$ cat config.mk
export PLATFORM = sky130hd
export DESIGN_NAME = lim_agg
export DESIGN_NICKNAME = d
export VERILOG_FILES = /design/src/rtl/lim_agg_pkg.sv /design/src/rtl/lim_event_decode.sv /design/src/rtl/ext_event_sync.sv /design/src/rtl/status_bank.sv /design/src/rtl/int_drive.sv /design/src/rtl/lim_agg.sv
export SDC_FILE = /design/constraint.sdc
export NUM_CORES = 1
export LEC_CHECK = 0
export BUFFER_PORTS_ARGS = -buffer_cell sky130_fd_sc_hd__buf_2
export CAP_MARGIN = 20
export CORE_UTILIZATION = 40
export CTS_BUF_LIST = sky130_fd_sc_hd__clkbuf_4 sky130_fd_sc_hd__clkbuf_8
export CTS_CLUSTER_SIZE = 25
export DETAILED_ROUTE_END_ITERATION = 10
export SETUP_SLACK_MARGIN = 0.4
export SLEW_MARGIN = 40
export SYNTH_ARGS = -nofsm -noshare
export SYNTH_HDL_FRONTEND = slang
export SYNTH_SLANG_ARGS = --single-unit
$ cat constraint.sdc
create_clock -name clk -period 2.3 [get_ports clk]
set_clock_uncertainty 0.15 [all_clocks]
set_input_delay 0.345 -clock clk [delete_from_list [all_inputs] [get_ports clk]]
set_output_delay 0.345 -clock clk [all_outputs]
set_load 0.02 [all_outputs]
$ cat src/rtl/lim_agg_pkg.sv
package lim_agg_pkg;
  localparam int NUM_CH = 11;
  localparam int CHAN_W = 4;
  localparam int SR_W   = 8;

  localparam int CTL_START = 0;
  localparam int CTL_INTEN = 1;
  localparam int CTL_POL   = 2;
  localparam int CTL_CLR   = 3;
  localparam logic [SR_W-1:0] CTL_RST = 8'h08;

  localparam int SR1_EXT = 7;
  localparam int SR2_BTI = 1;
  localparam int SR2_GPI = 4;
  localparam logic [SR_W-1:0] SR2_LIVE = 8'h3F;

  typedef struct packed {
    logic       grp;
    logic [2:0] pos;
  } slot_t;

  function automatic slot_t chan_slot(input int ch);
    slot_t s;
    s.grp = 1'b1;
    case (ch)
      7:       s.pos = 3'd0;
      8:       s.pos = 3'd2;
      9:       s.pos = 3'd3;
      10:      s.pos = 3'd5;
      default: begin s.grp = 1'b0; s.pos = 3'(ch); end
    endcase
    return s;
  endfunction
endpackage

$ cat src/rtl/lim_event_decode.sv
module lim_event_decode
  import lim_agg_pkg::*;
#(
  parameter int VAL_W = 10
) (
  input  logic              acc,
  input  logic [CHAN_W-1:0] chan,
  input  logic [VAL_W-1:0]  value,
  input  logic [VAL_W-1:0]  hi,
  input  logic [VAL_W-1:0]  lo,
  input  logic [NUM_CH-1:0] dis,
  output logic [NUM_CH-1:0] hit,
  output logic [SR_W-1:0]   set1,
  output logic [SR_W-1:0]   set2
);
  logic viol;
  assign viol = (value > hi) || (value < lo);

  for (genvar g = 0; g < NUM_CH; g++) begin : g_hit
    assign hit[g] = acc && (chan == CHAN_W'(g));
  end

  always_comb begin
    set1 = '0;
    set2 = '0;
    for (int i = 0; i < NUM_CH; i++) begin
      if (hit[i] && viol && !dis[i]) begin
        if (chan_slot(i).grp) set2[chan_slot(i).pos] = 1'b1;
        else                  set1[chan_slot(i).pos] = 1'b1;
      end
    end
  end
endmodule

$ cat src/rtl/ext_event_sync.sv
module ext_event_sync #(
  parameter int STAGES = 2
) (
  input  logic clk,
  input  logic rst_n,
  input  logic run,
  input  logic ext_int_n,
  input  logic bti_n,
  input  logic gpi,
  output logic ev_ext,
  output logic ev_bti,
  output logic ev_gpi
);
  localparam int NPIN = 3;
  localparam logic [NPIN-1:0] IDLE = 3'b011;

  logic [NPIN-1:0] raw;
  logic [NPIN-1:0] synced;
  logic            gpi_prev;

  assign raw = {gpi, bti_n, ext_int_n};

  for (genvar p = 0; p < NPIN; p++) begin : g_pin
    logic [STAGES-1:0] chain;
    always_ff @(posedge clk or negedge rst_n) begin
      if (!rst_n) chain <= {STAGES{IDLE[p]}};
      else        chain <= {chain[STAGES-2:0], raw[p]};
    end
    assign synced[p] = chain[STAGES-1];
  end

  always_ff @(posedge clk or negedge rst_n) begin
    if (!rst_n) gpi_prev <= 1'b0;
    else        gpi_prev <= synced[2];
  end

  assign ev_ext = run && !synced[0];
  assign ev_bti = run && !synced[1];
  assign ev_gpi = run && synced[2] && !gpi_prev;
endmodule

$ cat src/rtl/status_bank.sv
module status_bank
  import lim_agg_pkg::*;
#(
  parameter logic [SR_W-1:0] LIVE = '1
) (
  input  logic            clk,
  input  logic            rst_n,
  input  logic [SR_W-1:0] set,
  input  logic            rd,
  output logic [SR_W-1:0] q
);
  always_ff @(posedge clk or negedge rst_n) begin
    if (!rst_n) q <= '0;
    else        q <= ((rd ? '0 : q) | set) & LIVE;
  end
endmodule

$ cat src/rtl/int_drive.sv
module int_drive
  import lim_agg_pkg::*;
(
  input  logic [SR_W-1:0] sr1,
  input  logic [SR_W-1:0] sr2,
  input  logic [SR_W-1:0] mask1,
  input  logic [SR_W-1:0] mask2,
  input  logic [SR_W-1:0] ctl,
  output logic            pin
);
  logic pending, active;
  assign pending = |(sr1 & ~mask1) || |(sr2 & ~mask2 & SR2_LIVE);
  assign active  = ctl[CTL_INTEN] && !ctl[CTL_CLR] && pending;
  assign pin     = ctl[CTL_POL] ? active : !active;
endmodule

$ cat src/rtl/lim_agg.sv
module lim_agg
  import lim_agg_pkg::*;
#(
  parameter int VAL_W       = 10,
  parameter int SYNC_STAGES = 2
) (
  input  logic              clk,
  input  logic              rst_n,
  input  logic              res_valid,
  output logic              res_ready,
  input  logic [CHAN_W-1:0] res_chan,
  input  logic [VAL_W-1:0]  res_value,
  input  logic [VAL_W-1:0]  res_hi,
  input  logic [VAL_W-1:0]  res_lo,
  input  logic              ext_int_n,
  input  logic              bti_n,
  input  logic              gpi,
  input  logic [NUM_CH-1:0] chan_dis,
  input  logic [SR_W-1:0]   mask1,
  input  logic [SR_W-1:0]   mask2,
  input  logic              ctl_we,
  input  logic [SR_W-1:0]   ctl_wdata,
  output logic [SR_W-1:0]   ctl_q,
  input  logic              sr1_rd,
  input  logic              sr2_rd,
  output logic [SR_W-1:0]   sr1,
  output logic [SR_W-1:0]   sr2,
  input  logic [CHAN_W-1:0] rd_sel,
  output logic [VAL_W-1:0]  rd_data,
  output logic              int_pin,
  output logic              mon_run
);
  logic              acc;
  logic [NUM_CH-1:0] hit;
  logic [SR_W-1:0]   res_set1, res_set2, ev1, ev2;
  logic              ev_ext, ev_bti, ev_gpi;
  logic [VAL_W-1:0]  store [NUM_CH];

  always_ff @(posedge clk or negedge rst_n) begin
    if (!rst_n)      ctl_q <= CTL_RST;
    else if (ctl_we) ctl_q <= ctl_wdata;
  end

  assign mon_run   = ctl_q[CTL_START] && !ctl_q[CTL_CLR];
  assign res_ready = mon_run;
  assign acc       = res_valid && res_ready;

  lim_event_decode #(.VAL_W(VAL_W)) u_dec (
    .acc(acc), .chan(res_chan), .value(res_value), .hi(res_hi), .lo(res_lo),
    .dis(chan_dis), .hit(hit), .set1(res_set1), .set2(res_set2)
  );

  ext_event_sync #(.STAGES(SYNC_STAGES)) u_sync (
    .clk(clk), .rst_n(rst_n), .run(mon_run),
    .ext_int_n(ext_int_n), .bti_n(bti_n), .gpi(gpi),
    .ev_ext(ev_ext), .ev_bti(ev_bti), .ev_gpi(ev_gpi)
  );

  always_comb begin
    ev1 = res_set1;
    ev2 = res_set2;
    ev1[SR1_EXT] = ev1[SR1_EXT] | ev_ext;
    ev2[SR2_BTI] = ev2[SR2_BTI] | ev_bti;
    ev2[SR2_GPI] = ev2[SR2_GPI] | ev_gpi;
  end

  status_bank #(.LIVE('1)) u_sr1 (
    .clk(clk), .rst_n(rst_n), .set(ev1), .rd(sr1_rd), .q(sr1)
  );
  status_bank #(.LIVE(SR2_LIVE)) u_sr2 (
    .clk(clk), .rst_n(rst_n), .set(ev2), .rd(sr2_rd), .q(sr2)
  );

  for (genvar c = 0; c < NUM_CH; c++) begin : g_store
    always_ff @(posedge clk or negedge rst_n) begin
      if (!rst_n)      store[c] <= '0;
      else if (hit[c]) store[c] <= chan_dis[c] ? '0 : res_value;
    end
  end

  always_comb begin
    rd_data = '0;
    if (int'(rd_sel) < NUM_CH && !chan_dis[rd_sel]) rd_data = store[rd_sel];
  end

  int_drive u_int (
    .sr1(sr1), .sr2(sr2), .mask1(mask1), .mask2(mask2), .ctl(ctl_q), .pin(int_pin)
  );
endmodule

# Word level (Yosys, flattened, before mapping)
# Index checks and enable logic that the tools add are counted.
[totals] out_inout_bits=37 word_cells=356 reg_bits=139
[classes] reduce_logical=86 eq_ne=10 muxes=163 magnitude_cmp=49 bitwise_logic=30
[ops] operator="8-bit two-way mux" count=23
[ops] operator="10-bit two-way mux" count=14
[ops] operator="6-bit two-way mux" count=23
[ops] operator="3-bit two-way mux" count=44
[ops] operator="3-bit by 4-bit < comparator with 1-bit output, second input constant" count=22
[ops] operator="8-bit OR" count=11
[ops] operator="1-bit demux with 3-bit select" count=22
[ops] operator="3-bit by 1-bit greater-or-equal comparator with 1-bit output, second input constant" count=22
[ops] operator="6-bit OR" count=11
[ops] operator="1-bit logical AND" count=64
[ops] operator="10-bit binary-select mux with 4-bit select" count=1
[ops] operator="1-bit two-way mux" count=28
[ops] operator="4-bit two-way mux" count=7
[ops] operator="1-bit zero test" count=17
[ops] operator="4-bit by 3-bit equality test with 1-bit output, second input constant" count=4
[ops] operator="4-bit equality test, second input constant" count=3
[ops] operator="10-bit > comparator" count=1
[ops] operator="10-bit < comparator" count=1
[ops] operator="8-bit AND" count=1
[ops] operator="4-bit by 2-bit equality test with 1-bit output, second input constant" count=2
[ops] operator="8-bit NOT" count=1
[ops] operator="8-bit OR reduction" count=1
[ops] operator="6-bit AND" count=1
[ops] operator="6-bit NOT" count=1
[ops] operator="10 further kinds" count=13

# Longest topological paths before layout
# Gate-level depths: netlist of run 1.
[logic_depth] word_depth=47 mapped_depth=8

# Hierarchy
# A second synthesis of run 1 with hierarchy kept.
[unflattened] hier_cells=814 hier_area_um2=7711.1
[by_module_without_submodules] mod="lim_agg" cells_per_inst=634 instances=1 area_each_um2=6120.9
[by_module_without_submodules] mod="lim_event_decode" cells_per_inst=116 instances=1 area_each_um2=768.2
[by_module_without_submodules] mod="status_bank at u_sr1" cells_per_inst=17 instances=1 area_each_um2=264.0
[by_module_without_submodules] mod="status_bank at u_sr2" cells_per_inst=16 instances=1 area_each_um2=217.7
[by_module_without_submodules] mod="ext_event_sync" cells_per_inst=10 instances=1 area_each_um2=201.4
[by_module_without_submodules] mod="int_drive" cells_per_inst=21 instances=1 area_each_um2=138.9

# Least setup slack after synthesis of run 1
# Ideal clock, no wire load.
[synth_path] path_kind="in2out" from="input rd_sel[0]" to="output rd_data[0]" cell_stages=5 arrival_ps=1715 n_path_buf=1 path_slack_ps=90 path_cell_list="buf_6 > mux4_2 > mux2_4 > o22ai_4 > o21a_1"
[synth_between] elab_chain_cells=5 elab_cells_between_ends=10
[synth_lines] item="from (decl)" line_no="lim_agg.sv:28" rtl="input logic [CHAN_W-1:0] rd_sel,"
[synth_lines] item="4-bit NOT with 5-bit output (implied by the code) or 1-bit binary-select mux with 4-bit select (tied branches)" line_no="lim_agg.sv:83" rtl="if (int'(rd_sel) < NUM_CH && !chan_dis[rd_sel]) rd_data = store[rd_sel];"
[synth_lines] item="10-bit binary-select mux with 4-bit select or 1-bit two-way mux (tied branches)" line_no="lim_agg.sv:83"
[synth_lines] item="10-bit two-way mux (implied by the code) or 1-bit zero test (tied branches)" line_no="lim_agg.sv:83"
[synth_lines] item="10-bit two-way mux (implied by the code) or 1-bit logical AND (tied branches)" line_no="lim_agg.sv:83"
[synth_lines] item="10-bit two-way mux *" line_no="lim_agg.sv:83"
[synth_lines] item="to (decl)" line_no="lim_agg.sv:29" rtl="output logic [VAL_W-1:0] rd_data,"
# Every way passes the cells marked *; elsewhere a longest branch is shown, timed or not. The select of a mux whose other input is x is not followed.

# Worst setup path in the final report of run 1
[layout_path] from="register store[77] (netlist name)" to="output rd_data[7]"
[layout_between] elab_chain_cells=4
[layout_lines] item="from (decl)" line_no="lim_agg.sv:37" rtl="logic [VAL_W-1:0] store [NUM_CH];"
[layout_lines] item="from (signal, indexed assignment)" line_no="lim_agg.sv:77" rtl="else if (hit[c]) store[c] <= chan_dis[c] ? '0 : res_value;"
[layout_lines] item="10-bit binary-select mux with 4-bit select" line_no="lim_agg.sv:83"
[layout_lines] item="10-bit two-way mux (implied by the code) (2 in a row)" line_no="lim_agg.sv:83"
[layout_lines] item="10-bit two-way mux" line_no="lim_agg.sv:83"
# No other way between the ends. The select of a mux whose other input is x is not followed.

==> results.yml, run 1 <==
global_routing:
  grt_pass1_wl_um: 36000
  grt-ovfl-total: 0
  grt_pass1_vias: 6452
  grt_max_degree: 47
  grt_usage: 0.243
  antenna_found_initial: 1
critical_path:
  worst-path-buf-inv: 2
  critPathLaunchType: "flop"
  slowest_delay_ps: 500
  path_cells: "mux4_2 -> nor2_2 -> a211oi_2 -> buf_4 -> o21a_4 -> buf_6"
  crit_fanout: 2
  r2r-end: "u_sr1.q[1]$_DFF_PN0_"
  required_ps: 1800
  end_kind: "primary output"
  critical_path.top_delay_family: "multiplexers"
  path_class: "flop to primary output"
  reg2reg_slack_ps: 420
  ff2ff_path_depth: 5
  r2r-start: "ctl_q[3]$_DFFE_PN1P_"
  cp.arrival_ps: 2000
  slowest_stage: "mux4_2"
sta:
  rsz0062_at_grt: "yes"
  fmax_mhz: 400
  fin_crit_sh: 1.09
  slew_headroom: 0.546
  fin_ws_ps: -199
  worst_pin_slew_ps: 676
  drv_slew: 0
  finalHoldViolations: 0
  setup_viol: 10
  min_period_ps: 2500
logic_synthesis:
  ys_ff_latch: 139
  synth.avg_cell_area_um2: 9.41
  ys_warn_count: 0
  synth_area_mm2: 0.00759
  synth_area_leader_cell: "dfrtp_1"
  synthCells: 807
  netlist_top_cells_area: "dfrtp_1, nand2b_1, o21ai_0"
  synthArstFlopShare: 1.00
  synth_edf_count: 0
  synth-main-ff-cell: "dfrtp_1"
  yosys.area.top_type_share: 0.442
  ys_seq_area_frac: 0.459
  yosysUniqueCellTypes: 50
place:
  dp_hpwl_um: 16100
  dp_slack_ps: -234
  io_buffers: 114
  place_congestion: 0.825
  placedCellCount: 1153
clock_network:
  cts-buffers-inserted: 17
  cts_tree: "yes"
  clk_path_buf_depth: 2
  worstSkewPairLatency_ps: 450
  path_clk_slew_ps: 90
  root_buffer: "clkbuf_8"
  htreeDepth: 4
  clock-sinks: 139
job:
  drv_cap: 0
pwr:
  vdd_drop_max_mv: 0.375
  p_comb_frac: 0.180
  powerDensity_mw_per_mm2: 649
  p_int_mw: 4.53
  swShare: 0.278
  pwr-share-clk: 0.372
  seqPwrFrac: 0.448
  p_leak_nw: 4.41
  switchingPower_mw: 1.74
  total_power_mw: 6.26
final_layout:
  drive_gt1_frac: 0.313
  final_cells: 1217
  final_common_cell: "dfrtp_1"
  syn_to_final_growth_pct: 27.2
  layout.nets: 1070
  mostFrequentLayoutCells: "dfrtp_1, o21ai_0, nand2_1, buf_2, nand2b_1"
floorplanning:
  coreArea_mm2: 0.0186
  die_h_um: 140
  ios: 119
  initial_core_util: 0.407
  die_w_um: 140
  die_area_mm2: 0.0195
  fp-row-count: 50
route:
  vias: 6263
  wl_per_cell_um: 18.2
  vias_per_cell: 5.15
  drc: 0
  ant_nets: 0
  first_pass_iters: 5
  drt_iter0_drc: 306
  drt-total-wl_um: 22200
hold_path:
  min_to: "u_sr1.q[7]$_DFF_PN0_"
  hold_depth: 2
  min_from: "sr1_rd"
  holdCritPathClass: "primary input to flop"
status:
  status: "finished with violations"
  violations: "setup timing"
state kept, by name (all words and copies together), names as in the netlist:
register / count
u_sr1.q: 8
store: 110
u_sync.gpi_prev: 1
u_sr2.q: 6
u_sync.g_pin.chain: 6
ctl_q: 8
power by group through the flow:
stage	Sequential, mW	Combinational [mW]	Clock, mW
CTS	2.81	1.11	2.38
finish	2.81	1.13	2.33
detailed placement	2.86	1.03	0
floorplan	2.84	0.597	0
global placement	2.85	1.01	0
global route	2.84	1.25	2.48
metal layers:
metal  share of wire  vias to the layer above  track usage
li1                -                     3093            -
met4           0.017                        0       0.0781
met5               0                        -            0
met2            0.45                      216        0.375
met1            0.47                     2926        0.338
met3           0.060                       28       0.0561
stage by stage:
step                hold slack (ps)   util  cell area [um2]  TNS (ps)
CTS                            26.4  0.513             9570     -1360
finish                         67.1  0.518             9650     -1030
global route                   44.3  0.518             9650     -1750
global placement                169  0.468             8720     -2810
floorplan                      -101      -             7640         0
detailed placement              168  0.468             8720     -2110
worst max path at each step:
| stage | startpoint | to | slack (ps) | depth (start not counted) |
|---|---|---|---|---|
| global route | store[77]$_DFFE_PN0P_ | rd_data[7] | -260 | 6 |
| detailed placement | rd_sel[0] | rd_data[8] | -230 | 6 |
| global placement | rd_sel[0] | rd_data[8] | -220 | 6 |
| finish | store[77]$_DFFE_PN0P_ | rd_data[7] | -200 | 6 |
| floorplan | rd_sel[0] | rd_data[0] | 130 | 5 |
| CTS | store[77]$_DFFE_PN0P_ | rd_data[7] | -250 | 6 |
synthesized netlist by cell type, types with 13 or more instances:
| master | instances |
|---|---|
| clkbuf_1 | 52 |
| nand2b_1 | 102 |
| o21ai_0 | 117 |
| dfrtp_1 | 134 |
| a21oi_1 | 15 |
| nor3_1 | 13 |
| ha_1 | 19 |
| nand2_1 | 107 |
| inv_1 | 48 |
| nor2_1 | 25 |
| mux4_2 | 19 |
what timing repair did:
action | in CTS | in global routing
pin swaps | 17 | 12
cloned | 1 | 0
resized for setup | 43 | 18
hold buffers | 14 | 0
endpoints found under the hold margin | 54 | 0
endpoints found under the setup margin | 29 | 25
setup buffers | 11 | 5
cells by family (layout without fill, tap and decap cells):
kind of cell,Yosys count,count (layout),share of synthesized area
flops,139,139,0.459
buf+inv,113,286,0.0598
other cells,1,3,0.000494
mux,41,41,0.0936
xor+xnor,1,1,0.00115
fa+ha+maj,19,19,0.0313
simple gates,300,300,0.206
compound gates,193,194,0.149
area by class of cell:
cell class / count / area, um2
fill: 1710 / 8990
antenna: 1 / 2.50
timing repair buffer: 206 / 1420
inverter: 48 / 183
clock buffer: 18 / 248
clock inverter: 14 / 216
multi-input combinational: 557 / 3810
sequential: 139 / 3490
tap: 234 / 293
(Power assumes the default switching activity.)
==> inputs of run 2 (changes only) <==
--- a/config.mk
+++ b/config.mk
@@ -7,10 +7,13 @@
 export LEC_CHECK = 0
 export BUFFER_PORTS_ARGS = -buffer_cell sky130_fd_sc_hd__buf_2
 export CAP_MARGIN = 20
-export CORE_UTILIZATION = 40
+export CELL_PAD_IN_SITES_DETAIL_PLACEMENT = 0
+export CELL_PAD_IN_SITES_GLOBAL_PLACEMENT = 2
+export CORE_UTILIZATION = 33
 export CTS_BUF_LIST = sky130_fd_sc_hd__clkbuf_4 sky130_fd_sc_hd__clkbuf_8
 export CTS_CLUSTER_SIZE = 25
 export DETAILED_ROUTE_END_ITERATION = 10
+export PLACE_DENSITY_LB_ADDON = 0.1
 export SETUP_SLACK_MARGIN = 0.4
 export SLEW_MARGIN = 40
 export SYNTH_ARGS = -nofsm -noshare
==> constraint.sdc (replaced) <==
create_clock -name clk -period 2.1 [get_ports clk]
set_clock_uncertainty 0.15 [all_clocks]
set_input_delay 0.315 -clock clk [delete_from_list [all_inputs] [get_ports clk]]
set_output_delay 0.315 -clock clk [all_outputs]
set_load 0.02 [all_outputs]
==> run 2 against run 1 <==
Against the previous run: the run still ends with setup timing left; clock power rose by 4%; core utilization fell by 2.6 points; via count rose by 8.8%; sequential cell count unchanged; worst hold slack worse by 13 ps; sequential share of layout area decreased by 4.6 points; critical path depth unchanged; sequential power up 11%; die area increased by 21%; register-to-register slack worse by 240 ps; non-clock buffer count up 35; combinational power is 33% higher; critical endpoint unchanged; largest cell class unchanged.
==> results.yml, run 2 (synthesized netlist as in run 1, its figures left out) <==
final_layout:
  syn_to_final_growth_pct: 46.3
  multi_input_area_mm2: 0.00454
  final_common_cell: "dfrtp_1"
  layout.nets: 1109
  fillers: 2118
  top_register: "store"
  largest_register_ffs: 110
  mostFrequentLayoutCells: "dfrtp_1, buf_2, nand2b_1, buf_4, nand2_1"
  drive_gt1_frac: 0.471
  antenna_cells: 0
  top_regs: "store (110), ctl_q (8), u_sr1.q (8)"
  seq_area_mm2: 0.00350
  final_cells: 1306
floorplanning:
  die_area_mm2: 0.0236
  die_h_um: 154
  coreArea_mm2: 0.0226
  fp-row-count: 55
  initial_core_util: 0.336
  die_w_um: 154
  ios: 119
sta:
  fin_crit_sh: 1.17
  rsz0062_at_grt: "yes"
  fmax_mhz: 408
  fin_ws_ps: -354
  finalHoldViolations: 0
  min_period_ps: 2450
  setup_viol: 11
  drv_slew: 0
critical_path:
  cp.arrival_ps: 1990
  worst-path-buf-inv: 2
  path_cells: "mux4_2 -> nor2_4 -> a211oi_2 -> buf_4 -> o21a_4 -> buf_6"
  required_ps: 1630
  slowest_delay_ps: 490
  critPathLaunchType: "flop"
  end_kind: "primary output"
  slowest_stage: "mux4_2"
  path_class: "flop to primary output"
  critical_path.top_delay_family: "multiplexers"
  crit_fanout: 2
clock_network:
  clk_path_buf_depth: 2
  cts_tree: "yes"
  cts-buffers-inserted: 17
  root_buffer: "clkbuf_8"
  worstSkewPairLatency_ps: 470
  clock-sinks: 139
  path_clk_slew_ps: 80
  htreeDepth: 4
route:
  first_pass_iters: 5
  drt_iter0_drc: 336
  vias: 6817
  drc: 0
  ant_nets: 0
  wl_per_cell_um: 21.3
  drt-total-wl_um: 27800
  vias_per_cell: 5.22
global_routing:
  antenna_found_initial: 1
  grt_pass1_vias: 6967
  grt_max_degree: 43
  grt-ovfl-total: 0
  grt_usage: 0.236
  grt_pass1_wl_um: 41700
place:
  dp_hpwl_um: 17900
  io_buffers: 114
  place_congestion: 0.800
  placedCellCount: 1207
pwr:
  powerDensity_mw_per_mm2: 635
  p_leak_nw: 4.96
  total_power_mw: 7.05
  vdd_drop_max_mv: 0.407
hold_path:
  holdCritPathClass: "primary input to flop"
job:
  drv_cap: 0
status:
  status: "finished with violations"
  violations: "setup timing"
==> run 2: layout make-up <==
class,instances,share of cell area
Clock buffer,21,0.0255
Clock inverter,11,0.0130
Inverter,48,0.0167
Multi-Input combinational cell,561,0.409
Sequential cell,139,0.315
Tap cell,285,0.0321
Timing Repair Buffer,241,0.189
==> run 2: power breakdown <==
part / switching [mW] / total (mW) / internal [mW]
Sequential: 0.186 / 3.12 / 2.94
Clock: 1.15 / 2.43 / 1.28
Combinational: 0.779 / 1.50 / 0.718
Total: 2.12 / 7.05 / 4.93
==> run 2: metal layers <==
| layer | GRT usage | vias up | routed length [um] |
|---|---|---|---|
| met4 | 0.0667 | 2 | 541 |
| met1 | 0.317 | 3398 | 12500 |
| li1 | - | 3180 | - |
| met3 | 0.0406 | 37 | 1380 |
| met2 | 0.392 | 200 | 13400 |
| met5 | 0 | - | 13 |
==> run 2: worst reg2reg max path, delay by kind of cell, from the launching register on <==
kind	cells	cell delay (ps)
simple gates	4	970
flops	1	410
compound gates	1	190
buf+inv	1	120
==> run 2: path summary, 6_finish.rpt <==
path / from / to / slack, ps / depth (start not counted)
worst min-delay path: ctl_we / ctl_q[1]$_DFFE_PN0P_ / 50 / 2
worst max-delay path: store[97]$_DFFE_PN0P_ / rd_data[7] / -350 / 6
worst max register to register: ctl_q[3]$_DFFE_PN1P_ / u_sr1.q[1]$_DFF_PN0_ / 180 / 6
worst min register to register: u_sync.g_pin[0].chain[0]$_DFF_PN1_ / u_sync.g_pin[0].chain[1]$_DFF_PN1_ / 200 / 0
max in group asynchronous: rst_n / ctl_q[3]$_DFFE_PN1P_ / 880 / 3
min in group asynchronous: rst_n / store[26]$_DFFE_PN0P_ / 210 / 2
==> run 2: stage by stage <==
step	hold slack [ps]	setup slack [ps]	utilization	TNS (ps)	area [um2]
2_1_floorplan	-131	-14.5	-	-130	7730
3_3_place_gp	142	-275	0.396	-2530	8940
3_5_place_dp	141	-349	0.396	-2810	8940
4_1_cts	24.4	-404	0.461	-3270	10400
5_1_grt	71.6	-428	0.492	-3590	11100
6_report	53.8	-354	0.492	-2960	11100
==> run 2: what timing repair did <==
| action | CTS | global route |
|---|---|---|
| endpoints found under the hold margin | 50 | 0 |
| setup buffers | 17 | 17 |
| endpoints found under the setup margin | 90 | 114 |
| hold buffers | 13 | 0 |
| pin swaps | 59 | 60 |
| gates resized for setup | 183 | 158 |
| gates cloned | 14 | 6 |
